<file path="src/rtl/psl_pkg.sv">
package psl_pkg;

    localparam int PSL_WIDTH      = 16;
    localparam int PSL_SEL_CYCLES = 355000;

    typedef enum logic [1:0] {
        OP_LOAD_ADDR = 2'd0,
        OP_LOAD_DATA = 2'd1,
        OP_INCREMENT = 2'd2
    } psl_op_e;

    typedef struct packed {
        logic    go;
        psl_op_e op;
    } psl_req_t;

    // one-bit full adder: returns {carry_out, sum}
    function automatic logic [1:0] full_add(input logic a, input logic b, input logic cin);
        return {(a & b) | (a & cin) | (b & cin), a ^ b ^ cin};
    endfunction

endpackage

</file>
<file path="src/rtl/psl_key_sync.sv">
module psl_key_sync #(
    parameter int WIDTH = 16
) (
    input  logic             clk,
    input  logic             rst,
    input  logic [WIDTH-1:0] keys,
    output logic [WIDTH-1:0] rise
);

    for (genvar i = 0; i < WIDTH; i++) begin : g_bit
        logic meta_q;
        logic sync_q;
        logic last_q;

        always_ff @(posedge clk) begin
            if (rst) begin
                meta_q <= 1'b0;
                sync_q <= 1'b0;
                last_q <= 1'b0;
            end else begin
                meta_q <= keys[i];
                sync_q <= meta_q;
                last_q <= sync_q;
            end
        end

        assign rise[i] = sync_q & ~last_q;
    end

endmodule

</file>
<file path="src/rtl/psl_oneshot.sv">
module psl_oneshot #(
    parameter int CYCLES = 355000
) (
    input  logic clk,
    input  logic rst,
    input  logic fire,
    input  logic hold_clear,
    output logic active
);

    localparam int CW = $clog2(CYCLES + 1);

    logic [CW-1:0] left_q;

    always_ff @(posedge clk) begin
        if (rst || hold_clear) begin
            active <= 1'b0;
            left_q <= '0;
        end else if (fire) begin
            active <= 1'b1;
            left_q <= CW'(CYCLES - 1);
        end else if (active) begin
            if (left_q == '0) begin
                active <= 1'b0;
            end else begin
                left_q <= left_q - 1'b1;
            end
        end
    end

endmodule

</file>
<file path="src/rtl/psl_serial_engine.sv">
module psl_serial_engine
    import psl_pkg::*;
#(
    parameter int WIDTH = 16
) (
    input  logic             clk,
    input  logic             rst,
    input  psl_req_t         req,
    input  logic [WIDTH-1:0] operand,
    output logic             busy,
    output logic             shift_a,
    output logic             shift_d,
    output logic [WIDTH-1:0] a_reg,
    output logic [WIDTH-1:0] d_reg
);

    localparam int CNT_W = (WIDTH > 1) ? $clog2(WIDTH) : 1;
    localparam logic [CNT_W-1:0] LAST = CNT_W'(WIDTH - 1);

    psl_op_e          op_q;
    logic [WIDTH-1:0] opnd_q;
    logic [CNT_W-1:0] step_q;
    logic             carry_q;

    logic             cur_bit;
    logic [1:0]       add_out;
    logic             new_bit;

    always_comb begin
        cur_bit = (op_q == OP_LOAD_DATA) ? d_reg[0] : a_reg[0];
        add_out = full_add(cur_bit, opnd_q[0], carry_q);
        new_bit = (op_q == OP_INCREMENT) ? add_out[0] : (cur_bit ^ opnd_q[0]);
    end

    assign shift_a = busy && (op_q != OP_LOAD_DATA);
    assign shift_d = busy && (op_q == OP_LOAD_DATA);

    always_ff @(posedge clk) begin
        if (rst) begin
            busy    <= 1'b0;
            op_q    <= OP_LOAD_ADDR;
            opnd_q  <= '0;
            step_q  <= '0;
            carry_q <= 1'b0;
            a_reg   <= '0;
            d_reg   <= '0;
        end else if (!busy) begin
            if (req.go) begin
                busy    <= 1'b1;
                op_q    <= req.op;
                opnd_q  <= operand;
                step_q  <= '0;
                carry_q <= 1'b0;
            end
        end else begin
            if (shift_d) begin
                d_reg <= {new_bit, d_reg[WIDTH-1:1]};
            end else begin
                a_reg <= {new_bit, a_reg[WIDTH-1:1]};
            end
            opnd_q  <= opnd_q >> 1;
            carry_q <= (op_q == OP_INCREMENT) ? add_out[1] : 1'b0;
            step_q  <= step_q + 1'b1;
            if (step_q == LAST) begin
                busy <= 1'b0;
            end
        end
    end

endmodule

</file>
<file path="src/rtl/psl_display.sv">
module psl_display #(
    parameter int WIDTH = 16
) (
    input  logic             show_bus,
    input  logic [WIDTH-1:0] panel_addr,
    input  logic [WIDTH-1:0] panel_data,
    input  logic [WIDTH-1:0] bus_addr,
    input  logic [WIDTH-1:0] bus_data,
    output logic [WIDTH-1:0] led_addr,
    output logic [WIDTH-1:0] led_data
);

    always_comb begin
        if (show_bus) begin
            led_addr = bus_addr;
            led_data = bus_data;
        end else begin
            led_addr = panel_addr;
            led_data = panel_data;
        end
    end

endmodule

</file>
<file path="src/rtl/panel_switch_loader.sv">
module panel_switch_loader
    import psl_pkg::*;
#(
    parameter int WIDTH      = PSL_WIDTH,
    parameter int SEL_CYCLES = PSL_SEL_CYCLES
) (
    input  logic             clk,
    input  logic             rst,
    input  logic             sense_en_n,
    input  logic [WIDTH-1:0] addr_keys,
    input  logic [WIDTH-1:0] data_keys,
    input  logic             inc_one,
    input  logic             inc_two,
    input  logic             disp_bus,
    input  logic [WIDTH-1:0] bus_addr,
    input  logic [WIDTH-1:0] bus_data,
    output logic             addr_sel,
    output logic             data_sel,
    output logic             shift_addr,
    output logic             shift_data,
    output logic             busy,
    output logic [WIDTH-1:0] panel_addr,
    output logic [WIDTH-1:0] panel_data,
    output logic [WIDTH-1:0] led_addr,
    output logic [WIDTH-1:0] led_data
);

    localparam logic [WIDTH-1:0] ADD_ONE = WIDTH'(1);
    localparam logic [WIDTH-1:0] ADD_TWO = WIDTH'(2);

    logic [WIDTH-1:0] addr_rise;
    logic [WIDTH-1:0] data_rise;
    logic             sense_ok;
    logic             start_addr;
    logic             start_data;
    logic             start_inc;
    psl_req_t         req;
    logic [WIDTH-1:0] operand;

    psl_key_sync #(.WIDTH(WIDTH)) u_addr_sync (
        .clk  (clk),
        .rst  (rst),
        .keys (addr_keys),
        .rise (addr_rise)
    );

    psl_key_sync #(.WIDTH(WIDTH)) u_data_sync (
        .clk  (clk),
        .rst  (rst),
        .keys (data_keys),
        .rise (data_rise)
    );

    always_comb begin
        sense_ok   = !sense_en_n && !addr_sel && !data_sel && !busy;
        start_addr = sense_ok && (|addr_rise);
        start_data = sense_ok && !(|addr_rise) && (|data_rise);
        start_inc  = !addr_sel && !data_sel && !busy && !start_addr && !start_data
                     && (inc_one || inc_two);

        req.go  = start_addr || start_data || start_inc;
        req.op  = OP_LOAD_ADDR;
        operand = addr_rise;
        if (start_data) begin
            req.op  = OP_LOAD_DATA;
            operand = data_rise;
        end else if (start_inc) begin
            req.op  = OP_INCREMENT;
            operand = inc_two ? ADD_TWO : ADD_ONE;
        end
    end

    psl_oneshot #(.CYCLES(SEL_CYCLES)) u_addr_shot (
        .clk        (clk),
        .rst        (rst),
        .fire       (start_addr),
        .hold_clear (data_sel),
        .active     (addr_sel)
    );

    psl_oneshot #(.CYCLES(SEL_CYCLES)) u_data_shot (
        .clk        (clk),
        .rst        (rst),
        .fire       (start_data),
        .hold_clear (addr_sel),
        .active     (data_sel)
    );

    psl_serial_engine #(.WIDTH(WIDTH)) u_engine (
        .clk     (clk),
        .rst     (rst),
        .req     (req),
        .operand (operand),
        .busy    (busy),
        .shift_a (shift_addr),
        .shift_d (shift_data),
        .a_reg   (panel_addr),
        .d_reg   (panel_data)
    );

    psl_display #(.WIDTH(WIDTH)) u_display (
        .show_bus   (disp_bus),
        .panel_addr (panel_addr),
        .panel_data (panel_data),
        .bus_addr   (bus_addr),
        .bus_data   (bus_data),
        .led_addr   (led_addr),
        .led_data   (led_data)
    );

    initial begin
        if (SEL_CYCLES < WIDTH) begin
            $error("select pulse shorter than one shift burst");
        end
    end

endmodule

</file>
<file path="config.mk">
export PLATFORM = sky130hd
export DESIGN_NAME = panel_switch_loader
export DESIGN_NICKNAME = d
export VERILOG_FILES = /design/src/rtl/psl_pkg.sv /design/src/rtl/psl_key_sync.sv /design/src/rtl/psl_oneshot.sv /design/src/rtl/psl_serial_engine.sv /design/src/rtl/psl_display.sv /design/src/rtl/panel_switch_loader.sv
export SDC_FILE = /design/constraint.sdc
export NUM_CORES = 1
export LEC_CHECK = 0
export ABC_AREA = 1
export ABC_CLOCK_PERIOD_IN_PS = 2700
export BUFFER_PORTS_ARGS = -buffer_cell sky130_fd_sc_hd__buf_2
export CAP_MARGIN = 15
export CORE_AREA = 2 2 124 126
export CTS_CLUSTER_DIAMETER = 80
export CTS_CLUSTER_SIZE = 8
export DETAILED_ROUTE_END_ITERATION = 6
export DIE_AREA = 0 0 126 128
export PLACE_DENSITY = 0.78
export SETUP_SLACK_MARGIN = 0.1
export SLEW_MARGIN = 20
export SYNTH_ARGS = -nofsm -noshare
export SYNTH_HDL_FRONTEND = slang
export SYNTH_SLANG_ARGS = --single-unit
</file>
<file path="constraint.sdc">
create_clock -name clk -period 2.7 [get_ports clk]
set_clock_uncertainty 0.1 [all_clocks]
set_input_delay 0.54 -clock clk [delete_from_list [all_inputs] [get_ports clk]]
set_output_delay 0.54 -clock clk [all_outputs]
set_load 0.01 [all_outputs]
</file>
==> run summary, run 1 <==
## Outcome
• run status: finished clean

## Synth
• share of the synthesized netlist area taken by xor and xnor gates: 1.08%
• main area contributors after synthesis: sky130_fd_sc_hd__dfxtp_1, sky130_fd_sc_hd__inv_1, sky130_fd_sc_hd__nand2_1
• synthesized-area fraction occupied by adder cells: 0.867%
• Synth Flop Type: sky130_fd_sc_hd__dfxtp_1
• Synth Instances: 1137
• dominant cell by count in the synthesized netlist: sky130_fd_sc_hd__inv_1
• distinct cell type count of the synthesized netlist: 48
• basic-gate share of the synthesized area counting and, or, nand and nor cells: 26.8%
• share of flip-flops with an asynchronous set or reset after synthesis: 0%
• Synthesized Nets: 1212
• compound-gate portion of the synthesized area: 10.5%
• dominant combinational cell family by area after synthesis: simple AND/OR/NAND/NOR gates
• sequential cell area fraction in the yosys report: 47.5%
• top cell type's share of synthesized area: 47.5%
• Post-Synthesis Cell Area: 8090 um^2
• YS warnings: 0
• number of enable-type register cells in the synthesized netlist: 0
• Avg Cell Area, Syn: 7.11 um^2
• post-synthesis cell type with the largest combined area: sky130_fd_sc_hd__dfxtp_1
• Post-synth top cells: sky130_fd_sc_hd__inv_1, sky130_fd_sc_hd__nand2_1, sky130_fd_sc_hd__dfxtp_1
• multiplexer fraction of the synthesized cell area: 0.263%
• post-synthesis register bit count: 192

## Power
• reported net switching power: 2060 uW
• switching share of power: 29.8%
• Power Density: 722 nW/um^2
• power share of the sequential group: 45.3%
• proportion of power drawn by combinational gates: 16.9%
• Total Power Consumption: 6900 uW
• cell-internal power: 4850 uW
• Leak: 0.00472 uW
• clock power share: 37.8%
• Worst IR Drop VDD: 0.605 mV

## Worst hold path
• source of the worst hold timing path: addr_keys[7]
• type of the tightest min-delay check: in2reg
• endpoint with the worst hold slack: u_addr_sync.g_bit[7].meta_q$_SDFF_PP0_
• hold-critical path depth: 3

## Routing
• via count: 7160
• wire length the detailed router placed on met1: 8.08 mm
• first drt pass iteration count: 6
• Met2 Routed Length: 8.44 mm
• Vias/cell: 4.88
• number of nets with antenna violations after routing: 0
• residual DRC count: 0
• top routing layer used: met4
• routed wl met3: 847 um
• routed length per placed instance: 12.0 um
• overall routed net length: 17.6 mm
• first-iteration detailed-routing DRC count: 724

## Global route
• global-route wire length before repair: 28.6 mm
• total global-route track usage: 21.7%
• pin count of the biggest net entering global routing: 107
• initial antenna violation count: 0
• remaining global-route overflow: 0
• vias in the first global route: 6178

## CTS
• clock root buffer: sky130_fd_sc_hd__clkbuf_16
• clock sink count: 192
• hold buffer count at CTS: 0
• clock network latency to the later pin of the worst-skew pair: 0.44 ns
• maximum count of clock buffers along a single path: 2
• number of levels the H-tree was split into: 4
• CTS tree: yes
• number of clock buffers inserted by TritonCTS: 17
• Resized Gates After CTS: 0
• post-CTS setup buffer count: 0
• register clock-pin slew on the reported worst setup and hold paths: 0.08 ns

## Floorplanning
• I/O Pins: 139
• floorplan die height: 128 um
• Die Area: 16100 um^2
• Starting Density: 54.4%
• horizontal die dimension: 126 um
• Row Count: 45
• area of the core: 14900 um^2

## Critical path
• required time at the endpoint of the critical path: 2.88 ns
• most used cell, CP: sky130_fd_sc_hd__nor2_1
• arrival time reported for the critical path endpoint: 2.34 ns
• library cell contributing the largest single delay on the critical path: sky130_fd_sc_hd__dfxtp_1
• list of cells traversed by the critical path: nand2_1 > nand2_1 > nor2_1 > nand2_1 > nor2_1 > nor2_2 > nand2_2 > clkinv_2 > nand3_1 > nand3_1 > nor2_1 > nor2_1
• capture instance of the worst register-to-register path: u_engine.opnd_q[1]$_SDFFE_PP0P_
• capturing element type of the critical path: flop
• number of cells on the worst reg-to-reg path: 12
• startpoint of the most critical register-to-register path: u_data_sync.g_bit[10].sync_q$_SDFF_PP0_
• Worst R2R Setup Slack: 0.54 ns
• kind of critical path: reg2reg
• slowest stage delay, CP: 0.34 ns
• worst-path maximum fanout: 18
• nature of the critical path startpoint: flop

## Timing
• clock period minus final worst setup slack: 2.16 ns
• fmax: 463 MHz
• Relative slew margins: 32.6%
• count of final max-slew check failures: 0
• number of hold violations in the final report: 0
• Period Utilization, post-route: 79.9%
• number of endpoints failing setup at the final stage: 0
• worst setup slack after layout: 0.541 ns
• Setup TNS: 0 ns
• unrepaired setup endpoints after global routing: false
• worst slew pin tran: 1.01 ns

## Layout
• Final Core Density: 64.3%
• share of final-layout standard cells stronger than drive strength 1: 16.5%
• Fillers: 1307
• Area growth, synth to finish: 18.3%
• final net count: 1342
• registers with the highest flip-flop counts: u_addr_shot.left_q: 19 flops, u_data_shot.left_q: 19 flops
• Antenna Cells: 0

## Place
• Placement Setup Slack: 0.543 ns
• number of buffers inserted by port buffering: 138
• gp weighted congestion: 0.921
• dpl hpwl: 12.4 mm

## Job
• number of violations of the max-capacitance limit: 0

[metal layers]
layer | vias up | GRT usage, %
met2 | 189 | 35.5
met3 | 27 | 5.05
met1 | 3182 | 28.6
met5 | - | 0
met4 | 0 | 6.85
li1 | 3762 | -
[worst max-delay path by stage]
| stage | to | depth (start not counted) | start | slack [ns] |
|---|---|---|---|---|
| global placement | u_engine.opnd_q[1]$_SDFFE_PP0P_ | 13 | u_data_sync.g_bit[0].last_q$_SDFF_PP0_ | 0.61 |
| global route | u_engine.opnd_q[1]$_SDFFE_PP0P_ | 13 | u_data_sync.g_bit[0].last_q$_SDFF_PP0_ | 0.32 |
| detailed placement | u_engine.opnd_q[1]$_SDFFE_PP0P_ | 13 | u_data_sync.g_bit[0].last_q$_SDFF_PP0_ | 0.54 |
| CTS | u_engine.opnd_q[1]$_SDFFE_PP0P_ | 13 | u_data_sync.g_bit[10].last_q$_SDFF_PP0_ | 0.52 |
| finish | u_engine.opnd_q[1]$_SDFFE_PP0P_ | 12 | u_data_sync.g_bit[10].sync_q$_SDFF_PP0_ | 0.54 |
| floorplan | shift_addr | 5 | u_engine.busy$_SDFF_PP0_ | 0.75 |
[critical path, delay by kind of cell, from the launching register on]
kind,cells,cell delay (ns)
buffers and inverters,1,0.30
DFF,1,0.34
and+or+nand+nor,11,1.26
[power groups by stage]
stage	logic [uW]	clock network [uW]	registers, uW
floorplan	838	0	3180
global placement	1150	0	3190
detailed placement	1160	0	3190
CTS	1170	2650	3120
global route	1320	2770	3150
finish	1170	2610	3130
[layout make-up]
class                      count  area, um^2  share of cell area [%]
tap                          188         235                    2.46
timing repair buffer         149         801                    8.37
multi-input combinational    676        3190                    33.3
inverter                     231         873                    9.13
clock inverter                14         195                    2.04
sequential                   192        3840                    40.2
clock buffer                  17         425                    4.45
[per-stage QoR]
step | hold WS (ns) | instances | instance area (um^2)
6_report | 0.198 | 1467 | 9560
5_1_grt | 0.181 | 1467 | 9560
4_1_cts | 0.184 | 1467 | 9560
3_5_place_dp | 0.293 | 1436 | 8940
3_3_place_gp | 0.290 | 1436 | 8940
2_1_floorplan | 0.288 | 1137 | 8090
[logic make-up (layout without fill, tap and decap cells)]
family,count (synthesis),count (layout)
AOI/OAI and AO/OA,160,160
xor gates and xnor gates,10,10
adders and majority gates,5,5
buffers and inverters,269,411
DFF,192,192
muxes,2,2
and+or+nand+nor,499,499
[layout by cell type, fill, tap and decap left out, types with 8 or more instances in the layout]
master	count
sky130_fd_sc_hd__buf_2	137
sky130_fd_sc_hd__nand2_1	203
sky130_fd_sc_hd__nand3_1	51
sky130_fd_sc_hd__nand4_1	23
sky130_fd_sc_hd__nor3_1	9
sky130_fd_sc_hd__clkbuf_16	17
sky130_fd_sc_hd__nor4_1	8
sky130_fd_sc_hd__buf_4	10
sky130_fd_sc_hd__a21oi_1	52
sky130_fd_sc_hd__a31oi_1	9
sky130_fd_sc_hd__dfxtp_1	192
sky130_fd_sc_hd__nor2_1	174
sky130_fd_sc_hd__o21ai_0	85
sky130_fd_sc_hd__inv_1	223
No activity file was read; power rests on OpenSTA's default activity.
==> inputs of run 2 (changes only) <==
ABC_CLOCK_PERIOD_IN_PS = 2000   (was 2700)
clock period = 2 ns   (was 2.7 ns; I/O delays follow)
==> run 2 against run 1 <==
Total power up 37%; sequential power grew 35%; combinational power up 71%.
==> run summary, run 2 (synthesized netlist as in run 1, its figures left out) <==
## Outcome
• run status: finished clean

## Layout
• Cell Count, Final, Fillers Out: 1510, +2.9%
• Fillers: 1239, -5.2%
• commonest cells after routing, fill and taps aside: sky130_fd_sc_hd__inv_1, sky130_fd_sc_hd__nand2_1, sky130_fd_sc_hd__dfxtp_1, sky130_fd_sc_hd__nor2_1, sky130_fd_sc_hd__buf_2
• final net count: 1385, +3.2%
• Antenna Cells: 0, unchanged
• share of final-layout standard cells stronger than drive strength 1: 23.1%, +6.6 points
• registers with the highest flip-flop counts: u_addr_shot.left_q: 19 flops, u_data_shot.left_q: 19 flops
• leading cell type in the layout, fill and taps excluded: sky130_fd_sc_hd__inv_1
• Area growth, synth to finish: 25.1%

## Floorplanning
• Starting Density: 54.4%, unchanged
• Die Area: 16100 um^2, unchanged
• floorplan die height: 128 um, unchanged
• horizontal die dimension: 126 um, unchanged
• Row Count: 45, unchanged
• I/O Pins: 139, unchanged
• area of the core: 14900 um^2, unchanged

## Critical path
• worst-path maximum fanout: 6, -12
• capturing element type of the critical path: flop
• nature of the critical path startpoint: flop
• required time at the endpoint of the critical path: 2.25 ns, -0.63 ns
• arrival time reported for the critical path endpoint: 2.22 ns, -0.12 ns
• kind of critical path: reg2reg

## Global route
• total global-route track usage: 22.8%, +1.1 points
• initial antenna violation count: 0, unchanged
• pin count of the biggest net entering global routing: 107, unchanged
• remaining global-route overflow: 0, unchanged
• global-route wire length before repair: 30.1 mm, +5.4%
• vias in the first global route: 6644, +7.5%

## Timing
• worst slack on hold paths: 0.0605 ns, -0.138 ns
• clock period minus final worst setup slack: 1.97 ns, -0.184 ns
• number of endpoints failing setup at the final stage: 0, unchanged
• unrepaired setup endpoints after global routing: true
• count of final max-slew check failures: 0, unchanged
• Relative slew margins: 68.8%, +36 points
• Setup TNS: 0 ns, unchanged
• number of hold violations in the final report: 0, unchanged
• Period Utilization, post-route: 98.7%, +19 points
• fmax: 507 MHz, +9.3%
• worst slew pin tran: 0.463 ns, -0.548 ns

## CTS
• number of clock buffers inserted by TritonCTS: 17, unchanged
• CTS tree: yes
• clock network latency to the later pin of the worst-skew pair: 0.44 ns, about the same
• maximum count of clock buffers along a single path: 2, unchanged
• clock root buffer: sky130_fd_sc_hd__clkbuf_16
• number of levels the H-tree was split into: 4, unchanged
• register clock-pin slew on the reported worst setup and hold paths: 0.07 ns, about the same
• hold buffer count at CTS: 0, unchanged
• clock sink count: 192, unchanged

## Routing
• via count: 7427, +3.7%
• Vias/cell: 4.92, +0.78%
• routed length per placed instance: 12.6 um, +4.6%
• number of nets with antenna violations after routing: 0, unchanged
• residual DRC count: 0, unchanged
• first-iteration detailed-routing DRC count: 511, -29%
• first drt pass iteration count: 5, -1
• overall routed net length: 19.0 mm, +7.6%

## Place
• number of buffers inserted by port buffering: 138, unchanged
• count of placed standard cells including taps: 1454, +1.3%
• gp weighted congestion: 0.903, -2.0%
• dpl hpwl: 12.8 mm, +3.4%

## Power
• Power Density: 933 nW/um^2, +29%
• Leak: 0.00497 uW, +5.2%
• Worst IR Drop VDD: 0.796 mV, +32%

## Job
• number of violations of the max-capacitance limit: 0, unchanged

## Worst hold path
• type of the tightest min-delay check: in2reg

==> run 2: area by class of cell <==
| type | instances | area [um^2] | share of cell area, % |
|---|---|---|---|
| Clock buffer | 18 | 439 | 4.34 |
| Clock inverter | 13 | 120 | 1.19 |
| Inverter | 231 | 892 | 8.82 |
| Multi-Input combinational cell | 676 | 3380 | 33.5 |
| Sequential cell | 192 | 3850 | 38.1 |
| Tap cell | 188 | 235 | 2.33 |
| Timing Repair Buffer | 191 | 1180 | 11.7 |
| Timing Repair inverter | 1 | 6.26 | 0.0619 |
==> run 2: through the flow <==
stage | cell area [um^2] | utilization (%) | total power (uW) | setup WS (ns)
after floorplan | 8090 | - | 5420 | 0.134
after global placement | 9080 | 61.1 | 5930 | 0.112
after detailed placement | 9080 | 61.1 | 5960 | 0.0624
after CTS | 9760 | 65.6 | 9250 | 0.0599
after global routing | 10100 | 68.0 | 9910 | -0.0730
final | 10100 | 68.0 | 9430 | 0.0258
==> run 2: final timing paths <==
kind | startpoint | end | slack (ns) | cells after the start
worst max register to register | u_data_shot.left_q[0]$_SDFFE_PP0P_ | u_data_shot.left_q[4]$_SDFFE_PP0P_ | 0.03 | 13
worst min-delay path | addr_keys[15] | u_addr_sync.g_bit[15].meta_q$_SDFF_PP0_ | 0.06 | 3
worst min register to register | u_addr_sync.g_bit[4].meta_q$_SDFF_PP0_ | u_addr_sync.g_bit[4].sync_q$_SDFF_PP0_ | 0.29 | 2
worst max-delay path | u_data_shot.left_q[0]$_SDFFE_PP0P_ | u_data_shot.left_q[4]$_SDFFE_PP0P_ | 0.03 | 13
==> run 2: timing repair <==
| item | CTS | global route |
|---|---|---|
| endpoints found under the setup margin | 28 | 63 |
| pin swaps | 7 | 29 |
| endpoints found under the hold margin | 0 | 0 |
| setup buffers | 11 | 13 |
| cloned | 0 | 1 |
| gates resized for setup | 12 | 74 |
==> run 2: metal layers <==
layer	track usage [%]	wire, um	up-vias
met3	5.26	866	34
met1	28.2	8170	3345
met5	0	0	-
met4	8.14	458	0
met2	39.1	9500	194
li1	-	-	3854
==> run 2: power breakdown <==
group | switching [uW] | total [uW] | internal [uW]
combinational | 1170 | 2000 | 832
sequential | 169 | 4220 | 4060
clock | 1540 | 3200 | 1670
total | 2880 | 9430 | 6560
==> run 2: worst max-delay path, stage by stage, from the launching register on <==
cell and delay (ns):
sky130_fd_sc_hd__dfxtp_2 0.33, sky130_fd_sc_hd__inv_2 0.08, sky130_fd_sc_hd__ha_4 0.14, sky130_fd_sc_hd__inv_4 0.04
sky130_fd_sc_hd__nor3_4 0.19, sky130_fd_sc_hd__nand2_2 0.11, sky130_fd_sc_hd__nor2_4 0.14, sky130_fd_sc_hd__nand3_2 0.12
sky130_fd_sc_hd__nand2_4 0.16, sky130_fd_sc_hd__buf_4 0.14, sky130_fd_sc_hd__nor2_1 0.06, sky130_fd_sc_hd__nand2_1 0.06
sky130_fd_sc_hd__nand2_1 0.05, sky130_fd_sc_hd__a31oi_1 0.17
